### src/rtl/stepdiv_pkg.sv
package stepdiv_pkg;

   typedef enum logic [1:0] {
      KIND_UNS      = 2'b00,
      KIND_SINT     = 2'b01,
      KIND_FRAC     = 2'b10,
      KIND_FRAC_ALT = 2'b11
   } div_kind_e;

   typedef enum logic [1:0] {
      CORE_IDLE  = 2'b00,
      CORE_LOAD  = 2'b01,
      CORE_SHIFT = 2'b10,
      CORE_FIX   = 2'b11
   } core_op_e;

endpackage

### src/rtl/stepdiv_prep.sv
module stepdiv_prep
   import stepdiv_pkg::*;
#(
   parameter int W = 16
) (
   input  logic [1:0]     kind,
   input  logic           wide,
   input  logic [2*W-1:0] dividend,
   input  logic [W-1:0]   divisor,
   output logic [2*W-1:0] num_mag,
   output logic [W-1:0]   den_mag,
   output logic           q_neg,
   output logic           r_neg,
   output logic           pre_err,
   output logic           is_signed
);

   localparam int DW = 2 * W;

   logic           frac;
   logic           d_neg;
   logic           n_neg;
   logic [W-1:0]   low_mag;
   logic           zero_den;
   logic           ovf_hi;

   always_comb begin
      is_signed = (div_kind_e'(kind) != KIND_UNS);
      frac      = kind[1];
      zero_den  = (divisor == '0);
      d_neg     = is_signed & divisor[W-1];
      den_mag   = d_neg ? (~divisor + 1'b1) : divisor;
      n_neg     = 1'b0;
      low_mag   = dividend[W-1:0];
      num_mag   = '0;
      ovf_hi    = 1'b0;
      if (frac) begin
         n_neg   = dividend[W-1];
         low_mag = n_neg ? (~dividend[W-1:0] + 1'b1) : dividend[W-1:0];
         num_mag = {{W{1'b0}}, low_mag} << (W - 1);
         ovf_hi  = (low_mag >= den_mag);
      end else if (wide) begin
         n_neg   = is_signed & dividend[DW-1];
         num_mag = n_neg ? (~dividend + 1'b1) : dividend;
         ovf_hi  = (num_mag[DW-1:W] >= den_mag);
      end else begin
         n_neg   = is_signed & dividend[W-1];
         low_mag = n_neg ? (~dividend[W-1:0] + 1'b1) : dividend[W-1:0];
         num_mag = {{W{1'b0}}, low_mag};
         ovf_hi  = 1'b0;
      end
      q_neg   = n_neg ^ d_neg;
      r_neg   = n_neg;
      pre_err = zero_den | ovf_hi;
   end

endmodule

### src/rtl/stepdiv_seq.sv
module stepdiv_seq
   import stepdiv_pkg::*;
#(
   parameter int ITERS = 16,
   parameter int STEPS = ITERS + 3
) (
   input  logic     clk,
   input  logic     rst_n,
   input  logic     start,
   input  logic     step_en,
   input  logic     susp_req,
   output core_op_e op,
   output logic     fix_step,
   output logic     last_step,
   output logic     busy,
   output logic     done,
   output logic     susp_ack
);

   localparam int CW = $clog2(STEPS + 1);
   localparam logic [CW-1:0] FIX_AT  = CW'(ITERS + 1);
   localparam logic [CW-1:0] LAST_AT = CW'(STEPS - 1);
   localparam logic [CW-1:0] ITER_HI = CW'(ITERS);

   initial begin
      assert (STEPS == ITERS + 3) else $fatal(1, "schedule needs setup, sign and final steps");
   end

   logic [CW-1:0] cnt;
   logic          adv;

   assign adv = busy & step_en & ~susp_req;

   always_comb begin
      op        = CORE_IDLE;
      fix_step  = 1'b0;
      last_step = 1'b0;
      if (start) begin
         op = CORE_LOAD;
      end else if (adv) begin
         if (cnt <= ITER_HI)     op = CORE_SHIFT;
         else if (cnt == FIX_AT) op = CORE_FIX;
         fix_step  = (cnt == FIX_AT);
         last_step = (cnt == LAST_AT);
      end
   end

   always_ff @(posedge clk or negedge rst_n) begin
      if (!rst_n) begin
         cnt      <= '0;
         busy     <= 1'b0;
         done     <= 1'b0;
         susp_ack <= 1'b0;
      end else begin
         susp_ack <= susp_req & busy;
         if (start) begin
            cnt  <= CW'(1);
            busy <= 1'b1;
            done <= 1'b0;
         end else if (adv) begin
            cnt <= cnt + 1'b1;
            if (last_step) begin
               busy <= 1'b0;
               done <= 1'b1;
            end
         end
      end
   end

   assert_busy_done_excl_R2: assert property (@(posedge clk) disable iff (!rst_n)
      !(busy && done));

   assert_ack_needs_busy_R10: assert property (@(posedge clk) disable iff (!rst_n)
      susp_ack |-> busy);

endmodule

### src/rtl/stepdiv_core.sv
module stepdiv_core
   import stepdiv_pkg::*;
#(
   parameter int W            = 16,
   parameter bit NONRESTORING = 1'b0
) (
   input  logic           clk,
   input  logic           rst_n,
   input  core_op_e       op,
   input  logic [2*W-1:0] num_mag,
   input  logic [W-1:0]   den_mag,
   input  logic           q_neg,
   input  logic           r_neg,
   output logic [W-1:0]   part_quo,
   output logic [W-1:0]   part_rem
);

   logic [W:0]   rem_q;
   logic [W-1:0] lo_q;
   logic [W-1:0] den_q;
   logic [W:0]   step_rem;
   logic         step_bit;
   logic [W-1:0] fin_rem;

   generate
      if (NONRESTORING) begin : g_nonrestore
         logic [W+1:0] trial;
         logic [W+1:0] dx;
         logic [W+1:0] nxt;
         logic [W:0]   fixup;
         assign trial    = {rem_q, lo_q[W-1]};
         assign dx       = {2'b00, den_q};
         assign nxt      = rem_q[W] ? (trial + dx) : (trial - dx);
         assign step_rem = nxt[W:0];
         assign step_bit = ~nxt[W+1];
         assign fixup    = rem_q + {1'b0, den_q};
         assign fin_rem  = rem_q[W] ? fixup[W-1:0] : rem_q[W-1:0];
      end else begin : g_restore
         logic [W:0] trial;
         logic       fits;
         assign trial    = {rem_q[W-1:0], lo_q[W-1]};
         assign fits     = (trial >= {1'b0, den_q});
         assign step_rem = fits ? (trial - {1'b0, den_q}) : trial;
         assign step_bit = fits;
         assign fin_rem  = rem_q[W-1:0];
      end
   endgenerate

   always_ff @(posedge clk or negedge rst_n) begin
      if (!rst_n) begin
         rem_q <= '0;
         lo_q  <= '0;
         den_q <= '0;
      end else begin
         case (op)
            CORE_LOAD: begin
               rem_q <= {1'b0, num_mag[2*W-1:W]};
               lo_q  <= num_mag[W-1:0];
               den_q <= den_mag;
            end
            CORE_SHIFT: begin
               rem_q <= step_rem;
               lo_q  <= {lo_q[W-2:0], step_bit};
            end
            CORE_FIX: begin
               rem_q <= {1'b0, (r_neg ? (~fin_rem + 1'b1) : fin_rem)};
               lo_q  <= q_neg ? (~lo_q + 1'b1) : lo_q;
            end
            default: ;
         endcase
      end
   end

   assign part_quo = lo_q;
   assign part_rem = rem_q[W-1:0];

   assert_core_frozen_R9: assert property (@(posedge clk) disable iff (!rst_n)
      (op == CORE_IDLE) |=> ($stable(rem_q) && $stable(lo_q) && $stable(den_q)));

endmodule

### src/rtl/stepdiv.sv
module stepdiv
   import stepdiv_pkg::*;
#(
   parameter int W            = 16,
   parameter bit NONRESTORING = 1'b0
) (
   input  logic           clk,
   input  logic           rst_n,
   input  logic           start,
   input  logic           step_en,
   input  logic           susp_req,
   input  logic [1:0]     mode,
   input  logic           wide,
   input  logic [2*W-1:0] dividend,
   input  logic [W-1:0]   divisor,
   output logic [W-1:0]   quotient,
   output logic [W-1:0]   remainder,
   output logic           busy,
   output logic           done,
   output logic           susp_ack,
   output logic           math_err
);

   localparam int DW    = 2 * W;
   localparam int STEPS = W + 3;

   initial begin
      assert (W >= 4) else $fatal(1, "word width too small");
   end

   logic [DW-1:0] num_mag;
   logic [W-1:0]  den_mag;
   logic          q_neg, r_neg, pre_err, is_signed;
   core_op_e      op;
   logic          fix_step, last_step;
   logic [W-1:0]  part_quo, part_rem;

   logic          qneg_q, rneg_q, perr_q, sgn_q, fovf_q;
   logic [W-1:0]  quo_q, rem_q;
   logic          err_q;

   stepdiv_prep #(.W(W)) u_prep (
      .kind      (mode),
      .wide      (wide),
      .dividend  (dividend),
      .divisor   (divisor),
      .num_mag   (num_mag),
      .den_mag   (den_mag),
      .q_neg     (q_neg),
      .r_neg     (r_neg),
      .pre_err   (pre_err),
      .is_signed (is_signed)
   );

   stepdiv_seq #(.ITERS(W), .STEPS(STEPS)) u_seq (
      .clk       (clk),
      .rst_n     (rst_n),
      .start     (start),
      .step_en   (step_en),
      .susp_req  (susp_req),
      .op        (op),
      .fix_step  (fix_step),
      .last_step (last_step),
      .busy      (busy),
      .done      (done),
      .susp_ack  (susp_ack)
   );

   stepdiv_core #(.W(W), .NONRESTORING(NONRESTORING)) u_core (
      .clk      (clk),
      .rst_n    (rst_n),
      .op       (op),
      .num_mag  (num_mag),
      .den_mag  (den_mag),
      .q_neg    (qneg_q),
      .r_neg    (rneg_q),
      .part_quo (part_quo),
      .part_rem (part_rem)
   );

   always_ff @(posedge clk or negedge rst_n) begin
      if (!rst_n) begin
         qneg_q <= 1'b0;
         rneg_q <= 1'b0;
         perr_q <= 1'b0;
         sgn_q  <= 1'b0;
         fovf_q <= 1'b0;
         quo_q  <= '0;
         rem_q  <= '0;
         err_q  <= 1'b0;
      end else begin
         if (start) begin
            qneg_q <= q_neg;
            rneg_q <= r_neg;
            perr_q <= pre_err;
            sgn_q  <= is_signed;
            fovf_q <= 1'b0;
            err_q  <= 1'b0;
         end else begin
            if (fix_step)
               fovf_q <= sgn_q & part_quo[W-1] & ~(qneg_q & ~|part_quo[W-2:0]);
            if (last_step) begin
               quo_q <= part_quo;
               rem_q <= part_rem;
               err_q <= perr_q | fovf_q;
            end
         end
      end
   end

   assign quotient  = quo_q;
   assign remainder = rem_q;
   assign math_err  = err_q;

   assert_done_after_busy_R2: assert property (@(posedge clk) disable iff (!rst_n)
      $rose(done) |-> $past(busy));

   assert_result_held_R12: assert property (@(posedge clk) disable iff (!rst_n)
      (done && !start) |=> ($stable(quotient) && $stable(remainder) && $stable(math_err)));

   assert_clear_on_start_R12: assert property (@(posedge clk) disable iff (!rst_n)
      start |=> (busy && !done && !math_err));

endmodule

### config.mk
export PLATFORM = sky130hd
export DESIGN_NAME = stepdiv
export DESIGN_NICKNAME = d
export VERILOG_FILES = /design/src/rtl/stepdiv_pkg.sv /design/src/rtl/stepdiv_prep.sv /design/src/rtl/stepdiv_seq.sv /design/src/rtl/stepdiv_core.sv /design/src/rtl/stepdiv.sv
export SDC_FILE = /design/constraint.sdc
export NUM_CORES = 1
export LEC_CHECK = 0
export BUFFER_PORTS_ARGS = -buffer_cell sky130_fd_sc_hd__buf_4
export CAP_MARGIN = 10
export CORE_ASPECT_RATIO = 1.2
export CORE_MARGIN = 1
export CORE_UTILIZATION = 55
export CTS_CLUSTER_SIZE = 24
export DETAILED_ROUTE_END_ITERATION = 7
export PLACE_DENSITY = 0.76
export SLEW_MARGIN = 5
export SYNTH_ARGS = -nofsm -noshare
export SYNTH_HDL_FRONTEND = slang
export SYNTH_HIERARCHICAL = 1
export SYNTH_SLANG_ARGS = --single-unit
### constraint.sdc
create_clock -name clk -period 6.1 [get_ports clk]
set_clock_uncertainty 0.2 [all_clocks]
set_input_delay 0.61 -clock clk [delete_from_list [all_inputs] [get_ports clk]]
set_output_delay 0.61 -clock clk [all_outputs]
set_load 0.03 [all_outputs]
-- After elaboration in Yosys (flattened, before gate mapping)
Cells that the tools add are included.
- flip-flop bits (word level): 94
- output and inout port bits: 36
- word-level logic and storage cells: 100
- $add $sub $neg: 7
- magnitude comparators: 4
- equality and inequality tests: 7
- muxes and demuxes: 35
- bitwise gates (word level): 20
- reductions and logical operators: 12
- operator list (operator ; count):
    16-bit 2-to-1 mux ; 6
    32-bit 2-to-1 mux ; 3
    16-bit one-hot mux with 3 select lines ; 2
    16-bit by 1-bit adder with 16-bit output (second input constant) ; 4
    16-bit NOT ; 4
    32-bit by 1-bit adder with 32-bit output (second input constant) ; 1
    16-bit >= comparator ; 2
    32-bit NOT ; 1
    1-bit 2-to-1 mux ; 18
    17-bit by 16-bit >= comparator with 1-bit output ; 1
    16-bit logical NOT ; 1
    16-bit subtractor ; 1
    15-bit OR reduction ; 1
    5-bit == test (second input constant) ; 2
    5-bit 2-to-1 mux ; 2
    1-bit AND ; 9
    2-bit 2-to-1 mux ; 4
    2-bit AND reduction ; 4
    2-bit nonzero test ; 4
    5-bit by 1-bit adder with 5-bit output (second input constant) ; 1
    5-bit less-or-equal comparator (second input constant) ; 1
    2-bit == test (second input constant) ; 2
    2-bit inequality test (second input constant) ; 2
    1-bit NOT ; 3
    5 further kinds ; 6

-- Longest topological paths before layout
Gate-level depths: netlist of run 1.
- depth after elaboration: 8
- mapped depth: 15
- depth with buffers taken out: 14

-- By module
The synthesis of run 1 kept the hierarchy.
- by module, submodules not included (module ; instances ; cells an instance ; area an instance (sq um)):
    stepdiv_core ; 1 ; 488 ; 3938.8
    stepdiv_prep ; 1 ; 342 ; 2397.3
    stepdiv ; 1 ; 159 ; 1508.9
    stepdiv_seq ; 1 ; 44 ; 454.2

-- Least setup slack after synthesis of run 1
Ideal clock, no wire load.
- path type: in2reg
- from: input port dividend[0]
- to: register perr_q
- data arrival time: 3.504 ns
- data required time: 5.775 ns
- path slack: 2.271 ns
- stages: 14
- path buffers: 2
- cell sequence: inv_1 ha_1 or3b_1 buf_6 or3_4 buf_6 nand2_1 xnor2_1 ha_1 nand4_1 a31oi_1 or4_1 a311o_1 mux2_2
- word-level cells in the longest chain between the ends: 7
- elaborated cells on any way between the ends: 11
- those cells by class: 2 x add/sub; 2 x order compare; 4 x mux; 3 x bitwise
- RTL lines (what ; RTL line ; RTL):
    start, declared ; stepdiv.sv:14 ; input logic [2*W-1:0] dividend,
    32-bit NOT ; stepdiv_prep.sv:44 ; num_mag = n_neg ? (~dividend + 1'b1) : dividend;
    32-bit by 1-bit adder with 32-bit output ; stepdiv_prep.sv:44 ;
    32-bit 2-to-1 mux ; stepdiv_prep.sv:44 ;
    16-bit >= comparator ; stepdiv_prep.sv:45 ; ovf_hi = (num_mag[DW-1:W] >= den_mag);
    1-bit 2-to-1 mux ; stepdiv_prep.sv:42 ; end else if (wide) begin
    1-bit 2-to-1 mux * ; stepdiv_prep.sv:37 ; if (frac) begin
    1-bit bitwise OR * ; stepdiv_prep.sv:54 ; pre_err = zero_den | ovf_hi;
    named net pre_err ; stepdiv.sv:33 ; logic q_neg, r_neg, pre_err, is_signed;
    end signal, assigned ; stepdiv.sv:95 ; perr_q <= pre_err;
    end, declared ; stepdiv.sv:38 ; logic qneg_q, rneg_q, perr_q, sgn_q, fovf_q;
Mark *: on every way through the listed nets, which the timed path passes. The rest lies on a longest branch.
A chain may end at the register's enable or synchronous reset.

-- Final worst setup path of run 1
- from: input port mode[1]
- to: register perr_q
- word-level cells in the longest chain between the ends: 7
- elaborated cells on any way between the ends: 10
- those cells by class: 2 x order compare; 4 x mux; 3 x bitwise; 1 x reduce/logical
- RTL lines (what ; RTL line ; RTL):
    start, declared ; stepdiv.sv:12 ; input logic [1:0] mode,
    2-bit nonzero test * ; stepdiv_prep.sv:28 ; is_signed = (div_kind_e'(kind) != KIND_UNS);
    named net is_signed ; stepdiv.sv:33 ;
    1-bit AND * ; stepdiv_prep.sv:31 ; d_neg = is_signed & divisor[W-1];
    16-bit 2-to-1 mux * ; stepdiv_prep.sv:32 ; den_mag = d_neg ? (~divisor + 1'b1) : divisor;
    named net den_mag[2] ; stepdiv.sv:32 ; logic [W-1:0] den_mag;
    16-bit >= comparator ; stepdiv_prep.sv:45 ;
    1-bit 2-to-1 mux ; stepdiv_prep.sv:42 ;
    1-bit 2-to-1 mux * ; stepdiv_prep.sv:37 ;
    1-bit bitwise OR * ; stepdiv_prep.sv:54 ;
    named net pre_err ; stepdiv.sv:33 ;
Marked as above.

==> run summary, run 1 <==
STATUS
----------------------------------------------------------------------------------
Result of the run                                                     finished, final reports clean

PLACED DESIGN
----------------------------------------------------------------------------------
Routability congestion estimate                                              0.963
DP Wirelength                                                             17400 µm
Count of input and output buffers                                               91
Post-Place Worst Slack                                                     1.81 ns
Number of placed cells counting well taps                                     1281
Post-Place Cell Area                                                   0.00905 mm²

FLOORPLANNING
----------------------------------------------------------------------------------
Die X-Extent                                                                114 µm
Starting Density                                                             57.1%
Placement Rows                                                                  48
Die boundary height                                                         137 µm
Top Ports                                                                       92
Die area                                                                0.0156 mm²
Core Box Area                                                           0.0145 mm²

CLOCK NETWORK
----------------------------------------------------------------------------------
Clock tree root buffer cell                                           sky130_fd_sc_hd__clkbuf_16
Number of instances resized during post-cts repair                               0
CTS H-Tree Depth                                                                 3
Clock-pin transition on the worst setup and hold timing paths              0.07 ns
Maximum buffer depth of the clock tree                                           2
Hold buffer count at CTS                                                         0
Number of buffers created by CTS                                                 9
Latest clock arrival within the worst-skew pair                            0.35 ns
TritonCTS clock tree                                                           yes
Clock Sinks                                                                     94
Buffers inserted during post-CTS setup optimization                              0

SETUP PATH
----------------------------------------------------------------------------------
Setup crit start                                                           mode[1]
Startpoint class of the critical path                                   input port
Launching point of the worst reg2reg path                             u_core/rem_q[4]$_DFFE_PN0P_
Endpoint type of the worst setup path                                    flip-flop
Endpoint required time on the critical path                                6.14 ns
CP arrival                                                                 4.02 ns
WS Path Type                                                          input port to flip-flop
Worst-path fanout max                                                           38

CELLS AND AREA
----------------------------------------------------------------------------------
Total Nets Final                                                              1206
Antenna fix cells                                                                0
Share of post-route cells with drive strength above 1                        14.2%
Post-route core utilization                                                  64.4%
Syn-to-layout area delta                                                     12.7%
Count of non-filler cells in the finished layout                              1297
Layout fillers                                                                1316
Post-route standard cell area excluding fillers                        0.00935 mm²

STA
----------------------------------------------------------------------------------
Share of the clock period used by the worst path after layout                65.4%
Unrepaired setup endpoints after global routing                              false
Highest attainable clock frequency                                         251 MHz
Final number of max-transition violations                                        0
Total Negative Setup Slacks                                                   0 ns
Tightest hold margin                                                     0.0321 ns
Worst slew margin relative to its limit                                      27.4%
Least-Margin Pin Slew                                                      1.09 ns
Post-route minimum period                                                  3.99 ns
Least setup slack across all paths after layout                            2.11 ns
Number of failing hold endpoints at the final stage                              0
Setup-failing EPs final                                                          0

DETAILED ROUTING
----------------------------------------------------------------------------------
Wirelength, routed                                                        23000 µm
Routed length per placed instance                                          17.7 µm
Via count normalized by instance count                                        5.99
DRC violation total after the first TritonRoute iteration                      688
Detailed-route DRC error count                                                   0
Detailed-route via count                                                      7772
Remaining number of nets flagged by the antenna check after routing              0
Detailed Routing Iterations Pass 1                                               5

WORST HOLD PATH
----------------------------------------------------------------------------------
Worst Hold Class                                                      input port to asynchronous set/reset pin

GLOBAL ROUTE
----------------------------------------------------------------------------------
Wire length of the first global-routing pass                              36700 µm
Pin count of the biggest net entering global routing                            59
Final global-route overflow total                                                0
Global router's overall resource usage                                       30.3%
Initial antenna violation count                                                  0
Vias in the first global route                                                7151

SYNTHESIS
----------------------------------------------------------------------------------
Seq cells post-synth                                                            94
Sequential fraction of the synthesis area                                    28.3%
Mapped Nets                                                                   1147
Main flop type after synthesis                                        sky130_fd_sc_hd__dfrtp_1
Avg Inst Size Synth                                                       8.03 µm²
Total of warnings raised by yosys                                                6
Unique masters post-synth                                                       86
Number of enable flip-flop cells after synthesis                                 0
Post-Syn Instances                                                            1033
Asr flop ratio synth                                                          100%
Cell area after technology mapping                                     0.00830 mm²

POWER AND IR DROP
----------------------------------------------------------------------------------
Largest vdd supply drop                                                   0.142 mV
Power density cells                                                     257 mW/mm²
Leakage power                                                              4.28 nW
Total power draw                                                           2.40 mW

JOB
----------------------------------------------------------------------------------
Max Cap Violations                                                               0

==> synthesized netlist by cell type, types with 12 or more instances <==
master                       n  area share [%]
sky130_fd_sc_hd__nand2_1   168             7.6
sky130_fd_sc_hd__dfrtp_1    94              28
sky130_fd_sc_hd__nor2_1     92             4.2
sky130_fd_sc_hd__o21ai_0    77             4.6
sky130_fd_sc_hd__a21oi_1    67             4.0
sky130_fd_sc_hd__ha_1       57             8.6
sky130_fd_sc_hd__inv_1      55             2.5
sky130_fd_sc_hd__xnor2_1    54             5.7
sky130_fd_sc_hd__xor2_1     33             3.5
sky130_fd_sc_hd__clkbuf_1   30             1.4
sky130_fd_sc_hd__nor3_1     18             1.1
sky130_fd_sc_hd__o31ai_1    16             1.4
sky130_fd_sc_hd__a22o_1     15             1.6
sky130_fd_sc_hd__or3_1      15             1.1
sky130_fd_sc_hd__a31oi_1    13            0.98
sky130_fd_sc_hd__nor2b_1    13            0.98
sky130_fd_sc_hd__nand3_1    12            0.72
==> worst max-delay path, cell delays in order <==
cell                       delay (ns)
sky130_fd_sc_hd__buf_4           0.23
sky130_fd_sc_hd__nor2_1          0.33
sky130_fd_sc_hd__inv_1           0.18
sky130_fd_sc_hd__nand2_1         0.35
sky130_fd_sc_hd__nor2_1          0.09
sky130_fd_sc_hd__xor2_1          0.29
sky130_fd_sc_hd__inv_1           0.12
sky130_fd_sc_hd__ha_1            0.32
sky130_fd_sc_hd__and3_1          0.18
sky130_fd_sc_hd__o21ai_0         0.15
sky130_fd_sc_hd__a311oi_1        0.12
sky130_fd_sc_hd__or4_1           0.48
sky130_fd_sc_hd__a311o_1         0.32
sky130_fd_sc_hd__mux2_2          0.26
==> layer usage <==
metal | up-vias | track usage [%] | share of wire, % | wire length [µm]
met2 | 323 | 50.2 | 48 | 11000
met5 | - | 0 | 0 | 0
met1 | 3644 | 40.4 | 43 | 9890
met4 | 0 | 13.4 | 3.1 | 722
met3 | 40 | 2.48 | 5.9 | 1350
li1 | 3765 | - | - | -
==> power breakdown <==
part	internal (mW)	switching [mW]
combinational	0.437	0.580
clock	0.324	0.256
sequential	0.684	0.121
total	1.45	0.956
==> cells in the final DEF, fill, tap and decap left out, types with 7 or more instances in the layout <==
master,n
sky130_fd_sc_hd__xnor2_1,54
sky130_fd_sc_hd__a21oi_1,67
sky130_fd_sc_hd__or3_1,15
sky130_fd_sc_hd__a22o_1,15
sky130_fd_sc_hd__buf_4,97
sky130_fd_sc_hd__and2_1,8
sky130_fd_sc_hd__a21o_1,8
sky130_fd_sc_hd__inv_1,55
sky130_fd_sc_hd__ha_1,57
sky130_fd_sc_hd__nor2b_1,11
sky130_fd_sc_hd__o31ai_1,15
sky130_fd_sc_hd__nor4_1,11
sky130_fd_sc_hd__nor2_1,92
sky130_fd_sc_hd__nand3_1,12
sky130_fd_sc_hd__xor2_1,33
sky130_fd_sc_hd__mux2i_1,8
sky130_fd_sc_hd__nand2_1,168
sky130_fd_sc_hd__clkbuf_16,9
sky130_fd_sc_hd__dfrtp_1,94
sky130_fd_sc_hd__a31oi_1,13
sky130_fd_sc_hd__nand4_1,11
sky130_fd_sc_hd__o21ai_0,77
sky130_fd_sc_hd__mux2_2,7
sky130_fd_sc_hd__nor3_1,18
sky130_fd_sc_hd__o22a_1,7
sky130_fd_sc_hd__nand2b_1,10
==> cell families (layout without fill, tap and decap cells) <==
group	count (synthesis)	after routing	synth area share, %
buffers and inverters	104	168	5.53
and+or+nand+nor	394	394	23.0
xor gates and xnor gates	87	87	9.18
muxes	21	21	3.14
AOI/OAI and AO/OA	275	275	22.0
adders and majority gates	58	58	8.83
DFF	94	94	28.3
==> cell type report <==
cell class / instances / area (µm²) / share of cell area, %
repair buffers: 97 / 728 / 7.79
flip-flops and latches: 94 / 2350 / 25.2
well taps: 200 / 250 / 2.68
clock inverters: 7 / 80.1 / 0.856
clock buffers: 9 / 225 / 2.41
inverters: 55 / 206 / 2.21
multi-input cells: 835 / 5510 / 58.9
==> sequential cells by signal, indices dropped and copies added (netlist names) <==
register         count
u_seq/cnt            5
fovf_q               1
remainder           16
u_core/part_quo     16
u_core/den_q        16
u_core/rem_q        16
sgn_q                1
math_err             1
u_seq/susp_ack       1
u_seq/busy           1
rneg_q               1
qneg_q               1
u_seq/done           1
perr_q               1
quotient            16
==> path summary, 6_finish.rpt <==
kind,slack [ns],cells past startpoint,end
max,2.11,14,perr_q$_DFFE_PN0P_
min,0.03,1,remainder[11]$_DFFE_PN0P_
max reg2reg,2.61,8,u_core/rem_q[7]$_DFFE_PN0P_
min reg2reg,0.27,2,remainder[11]$_DFFE_PN0P_
max in group asynchronous,4.54,2,u_core/rem_q[0]$_DFFE_PN0P_
min in group clk,0.27,2,remainder[11]$_DFFE_PN0P_
No activity file was read; power rests on OpenSTA's default activity.
==> inputs of run 2 (changes only) <==
- ABC_AREA: unset -> 1
- PLACE_DENSITY: 0.76 -> 0.78
- clock period: 6.1 -> 3.3 ns (I/O delays scaled with it)
==> run summary, run 2 <==
STATUS
----------------------------------------------------------------------------------
Result of the run                                                     complete, but fails checks   was finished, final reports clean
Failing checks                                                        design-rule violations

CELLS AND AREA
----------------------------------------------------------------------------------
Syn-to-layout area delta                                                     11.8%   was 12.7%
Antenna fix cells                                                                0   unchanged
Share of post-route cells with drive strength above 1                        19.4%   was 14.2%
Area occupied by multi-input gates                                     0.00650 mm²   was 0.00551 mm²
Highest-count cells in the layout ignoring fill and taps              sky130_fd_sc_hd__nand2_1 (367), sky130_fd_sc_hd__inv_1 (196), sky130_fd_sc_hd__nor2_1 (143)   was sky130_fd_sc_hd__nand2_1 (168), sky130_fd_sc_hd__buf_4 (97), sky130_fd_sc_hd__dfrtp_1 (94)
Sequential cell area                                                   0.00235 mm²   unchanged
Leading cell type in the layout, fill and taps excluded               sky130_fd_sc_hd__nand2_1   unchanged
Post-route standard cell area excluding fillers                         0.0111 mm²   was 0.00935 mm²
Layout fillers                                                                1662   was 1316
Total Nets Final                                                              1657   was 1206

STA
----------------------------------------------------------------------------------
Post-route minimum period                                                  2.83 ns
Total Negative Setup Slacks                                                   0 ns   unchanged
Tightest hold margin                                                     0.0130 ns   was 0.0321 ns
Worst slew margin relative to its limit                                      48.3%   was 27.4%
Share of the clock period used by the worst path after layout                85.7%
Number of failing hold endpoints at the final stage                              0   unchanged
Final number of max-transition violations                                        0   unchanged
Least-Margin Pin Slew                                                     0.774 ns   was 1.09 ns
Highest attainable clock frequency                                         353 MHz
Unrepaired setup endpoints after global routing                              false   unchanged
Setup-failing EPs final                                                          0   unchanged

POWER AND IR DROP
----------------------------------------------------------------------------------
Total power draw                                                           4.51 mW   was 2.40 mW
Leakage power                                                              5.85 nW   was 4.28 nW
Largest vdd supply drop                                                   0.250 mV   was 0.142 mV
Power density cells                                                     405 mW/mm²   was 257 mW/mm²

DETAILED ROUTING
----------------------------------------------------------------------------------
Detailed-route DRC error count                                                  10   was 0
DRC violation total after the first TritonRoute iteration                      793   was 688
Wirelength, routed                                                        28800 µm   was 23000 µm
Routed length per placed instance                                          16.3 µm   was 17.7 µm
Remaining number of nets flagged by the antenna check after routing              0   unchanged
Via count normalized by instance count                                        5.66   was 5.99
Detailed Routing Iterations Pass 1                                               7   was 5
Detailed-route via count                                                     10009   was 7772

CLOCK NETWORK
----------------------------------------------------------------------------------
Latest clock arrival within the worst-skew pair                            0.34 ns   was 0.35 ns
Clock tree root buffer cell                                           sky130_fd_sc_hd__clkbuf_16   unchanged
Clock-pin transition on the worst setup and hold timing paths              0.07 ns   about the same
Clock Sinks                                                                     94   unchanged
TritonCTS clock tree                                                           yes   unchanged
CTS H-Tree Depth                                                                 3   unchanged
Maximum buffer depth of the clock tree                                           2   unchanged
Number of buffers created by CTS                                                 9   unchanged

SETUP PATH
----------------------------------------------------------------------------------
WS Path Type                                                          input port to flip-flop   unchanged
Top cell by count, worst path                                         sky130_fd_sc_hd__nand2_1
Endpoint required time on the critical path                                3.34 ns   was 6.14 ns
Worst-path fanout max                                                           10   was 38
Startpoint class of the critical path                                   input port   unchanged
Slowest-stage cell, CP                                                sky130_fd_sc_hd__ha_1   was sky130_fd_sc_hd__or4_1
CP max stage delay                                                         0.33 ns   was 0.48 ns
CP arrival                                                                 2.87 ns   was 4.02 ns
Cell-by-cell listing of the critical path                             buf_4 > inv_1 > ha_1 > nand2_4 > nor2_8 > nand3_2 > o21ai_1 > nand2_1 > and2_1 > ha_1 > nand2_1 > inv_1 > nand2_1 > nand2_1 > nor2_1 > nand2_1 > nand2_1 > nand2_1 > a21oi_1 > nand2_1 > nand2_1 > nand2_1   was buf_4 > nor2_1 > inv_1 > nand2_1 > nor2_1 > xor2_1 > inv_1 > ha_1 > and3_1 > o21ai_0 > a311oi_1 > or4_1 > a311o_1 > mux2_2
Endpoint type of the worst setup path                                    flip-flop   unchanged

FLOORPLANNING
----------------------------------------------------------------------------------
Die X-Extent                                                                125 µm   was 114 µm
Starting Density                                                             56.5%   was 57.1%
Core Box Area                                                           0.0176 mm²   was 0.0145 mm²
Die area                                                                0.0187 mm²   was 0.0156 mm²
Die boundary height                                                         149 µm   was 137 µm
Top Ports                                                                       92   unchanged
Placement Rows                                                                  53   was 48

WORST HOLD PATH
----------------------------------------------------------------------------------
Worst Hold Class                                                      input port to flip-flop   was input port to asynchronous set/reset pin

SYNTHESIS
----------------------------------------------------------------------------------
Cell area after technology mapping                                     0.00997 mm²   was 0.00830 mm²
Number of enable flip-flop cells after synthesis                                 0   unchanged
Mapped Nets                                                                   1577   was 1147
Synth top area cells                                                  sky130_fd_sc_hd__dfrtp_1 (24%), sky130_fd_sc_hd__nand2_1 (14%), sky130_fd_sc_hd__inv_1 (7.4%), sky130_fd_sc_hd__ha_1 (7.2%), sky130_fd_sc_hd__nor2_1 (5.4%)   was sky130_fd_sc_hd__dfrtp_1 (28%), sky130_fd_sc_hd__ha_1 (8.6%), sky130_fd_sc_hd__nand2_1 (7.6%), sky130_fd_sc_hd__xnor2_1 (5.7%), sky130_fd_sc_hd__o21ai_0 (4.6%)
Unique masters post-synth                                                       60   was 86
Cell types with the highest counts after synthesis                    sky130_fd_sc_hd__nand2_1 (367), sky130_fd_sc_hd__inv_1 (196), sky130_fd_sc_hd__nor2_1 (144)   was sky130_fd_sc_hd__nand2_1 (168), sky130_fd_sc_hd__dfrtp_1 (94), sky130_fd_sc_hd__nor2_1 (92)
Leading area contributor after synthesis                              sky130_fd_sc_hd__dfrtp_1   unchanged
Post-Syn Instances                                                            1463   was 1033
Top-area cell type share of the netlist area                                 23.6%   was 28.3%
Total of warnings raised by yosys                                                6   unchanged
Most frequent cell after synthesis                                    sky130_fd_sc_hd__nand2_1   unchanged
Sequential fraction of the synthesis area                                    23.6%   was 28.3%
Seq cells post-synth                                                            94   unchanged
Avg Inst Size Synth                                                       6.81 µm²   was 8.03 µm²
Main flop type after synthesis                                        sky130_fd_sc_hd__dfrtp_1   unchanged
Asr flop ratio synth                                                          100%   unchanged

PLACED DESIGN
----------------------------------------------------------------------------------
Post-Place Cell Area                                                    0.0108 mm²   was 0.00905 mm²
Count of input and output buffers                                               91   unchanged
Routability congestion estimate                                              0.981   was 0.963
DP Wirelength                                                             22900 µm   was 17400 µm

GLOBAL ROUTE
----------------------------------------------------------------------------------
Pin count of the biggest net entering global routing                            52   was 59
Vias in the first global route                                                9143   was 7151
Initial antenna violation count                                                  0   unchanged
Global router's overall resource usage                                       31.2%   was 30.3%
Wire length of the first global-routing pass                              46200 µm   was 36700 µm
Final global-route overflow total                                                0   unchanged

JOB
----------------------------------------------------------------------------------
Max Cap Violations                                                               0   unchanged

-- run 2: what timing repair did --
action | in CTS | in global routing
hold buffers | 1 | 0
endpoints found under the setup margin | 0 | 0
endpoints found under the hold margin | 43 | 0
resized for setup | 0 | 0
setup buffers | 0 | 0
-- run 2: cell families (layout without fill, tap and decap cells) --
group | Yosys count | after routing | synth area share (%)
buffers and inverters | 257 | 342 | 11.2
DFF | 94 | 94 | 23.6
and+or+nand+nor | 753 | 753 | 36.2
AOI/OAI and AO/OA | 241 | 241 | 14.2
xor gates and xnor gates | 28 | 28 | 2.69
muxes | 32 | 32 | 4.63
adders and majority gates | 58 | 58 | 7.36
-- run 2: report_power, final --
part / leakage [nW] / internal, mW / switching, mW / total (mW)
Clock: 0.162 / 0.683 / 0.485 / 1.17
Combinational: 4.51 / 0.666 / 1.27 / 1.94
Sequential: 1.18 / 1.26 / 0.143 / 1.40
-- run 2: metrics by stage --
step           std cells  utilization (%)  worst slack, ns
2_1_floorplan       1463                -            0.566
3_3_place_gp        1751             61.2            0.193
3_5_place_dp        1751             61.2            0.146
4_1_cts             1768             63.1            0.504
5_1_grt             1768             63.1            0.199
6_report            1768             63.1            0.471
-- run 2: routing by layer --
layer | up-vias | track usage (%) | routed length [µm]
li1 | 4937 | - | -
met1 | 4579 | 39.7 | 12100
met2 | 412 | 52.6 | 13400
met3 | 81 | 2.86 | 1710
met4 | 0 | 17.3 | 1540
met5 | - | 0 | 0
-- run 2: area by class of cell --
type,instances,area share [%]
clock buffer,9,2.02
clock inverter,7,0.989
inverter,214,7.26
multi-input combinational,1112,58.3
sequential,94,21.1
tap,220,2.47
timing repair buffer,112,7.80
-- run 2: worst paths after layout --
check                                              start                         endpoint  slack, ns  depth (start not counted)
worst max-delay path                         dividend[1]               perr_q$_DFFE_PN0P_       0.47                         22
worst min-delay path                            susp_req         u_seq/susp_ack$_DFF_PN0_       0.01                          3
worst max register to register  u_seq/cnt[0]$_DFFE_PN0P_     u_core/rem_q[11]$_DFFE_PN0P_       0.56                         12
worst min register to register        rneg_q$_DFFE_PN0P_               rneg_q$_DFFE_PN0P_       0.27                          2
max in group asynchronous                          rst_n  u_core/part_quo[14]$_DFFE_PN0P_       1.90                          3
min in group asynchronous                          rst_n        remainder[10]$_DFFE_PN0P_       0.33                          2
-- run 2: critical path, delay by kind of cell --
family | cells | cell delay [ns]
adder cells (fa/ha/maj) | 2 | 0.59
AND/OR/NAND/NOR | 15 | 1.35
buffers and inverters | 3 | 0.35
AO/OA/AOI/OAI | 2 | 0.25
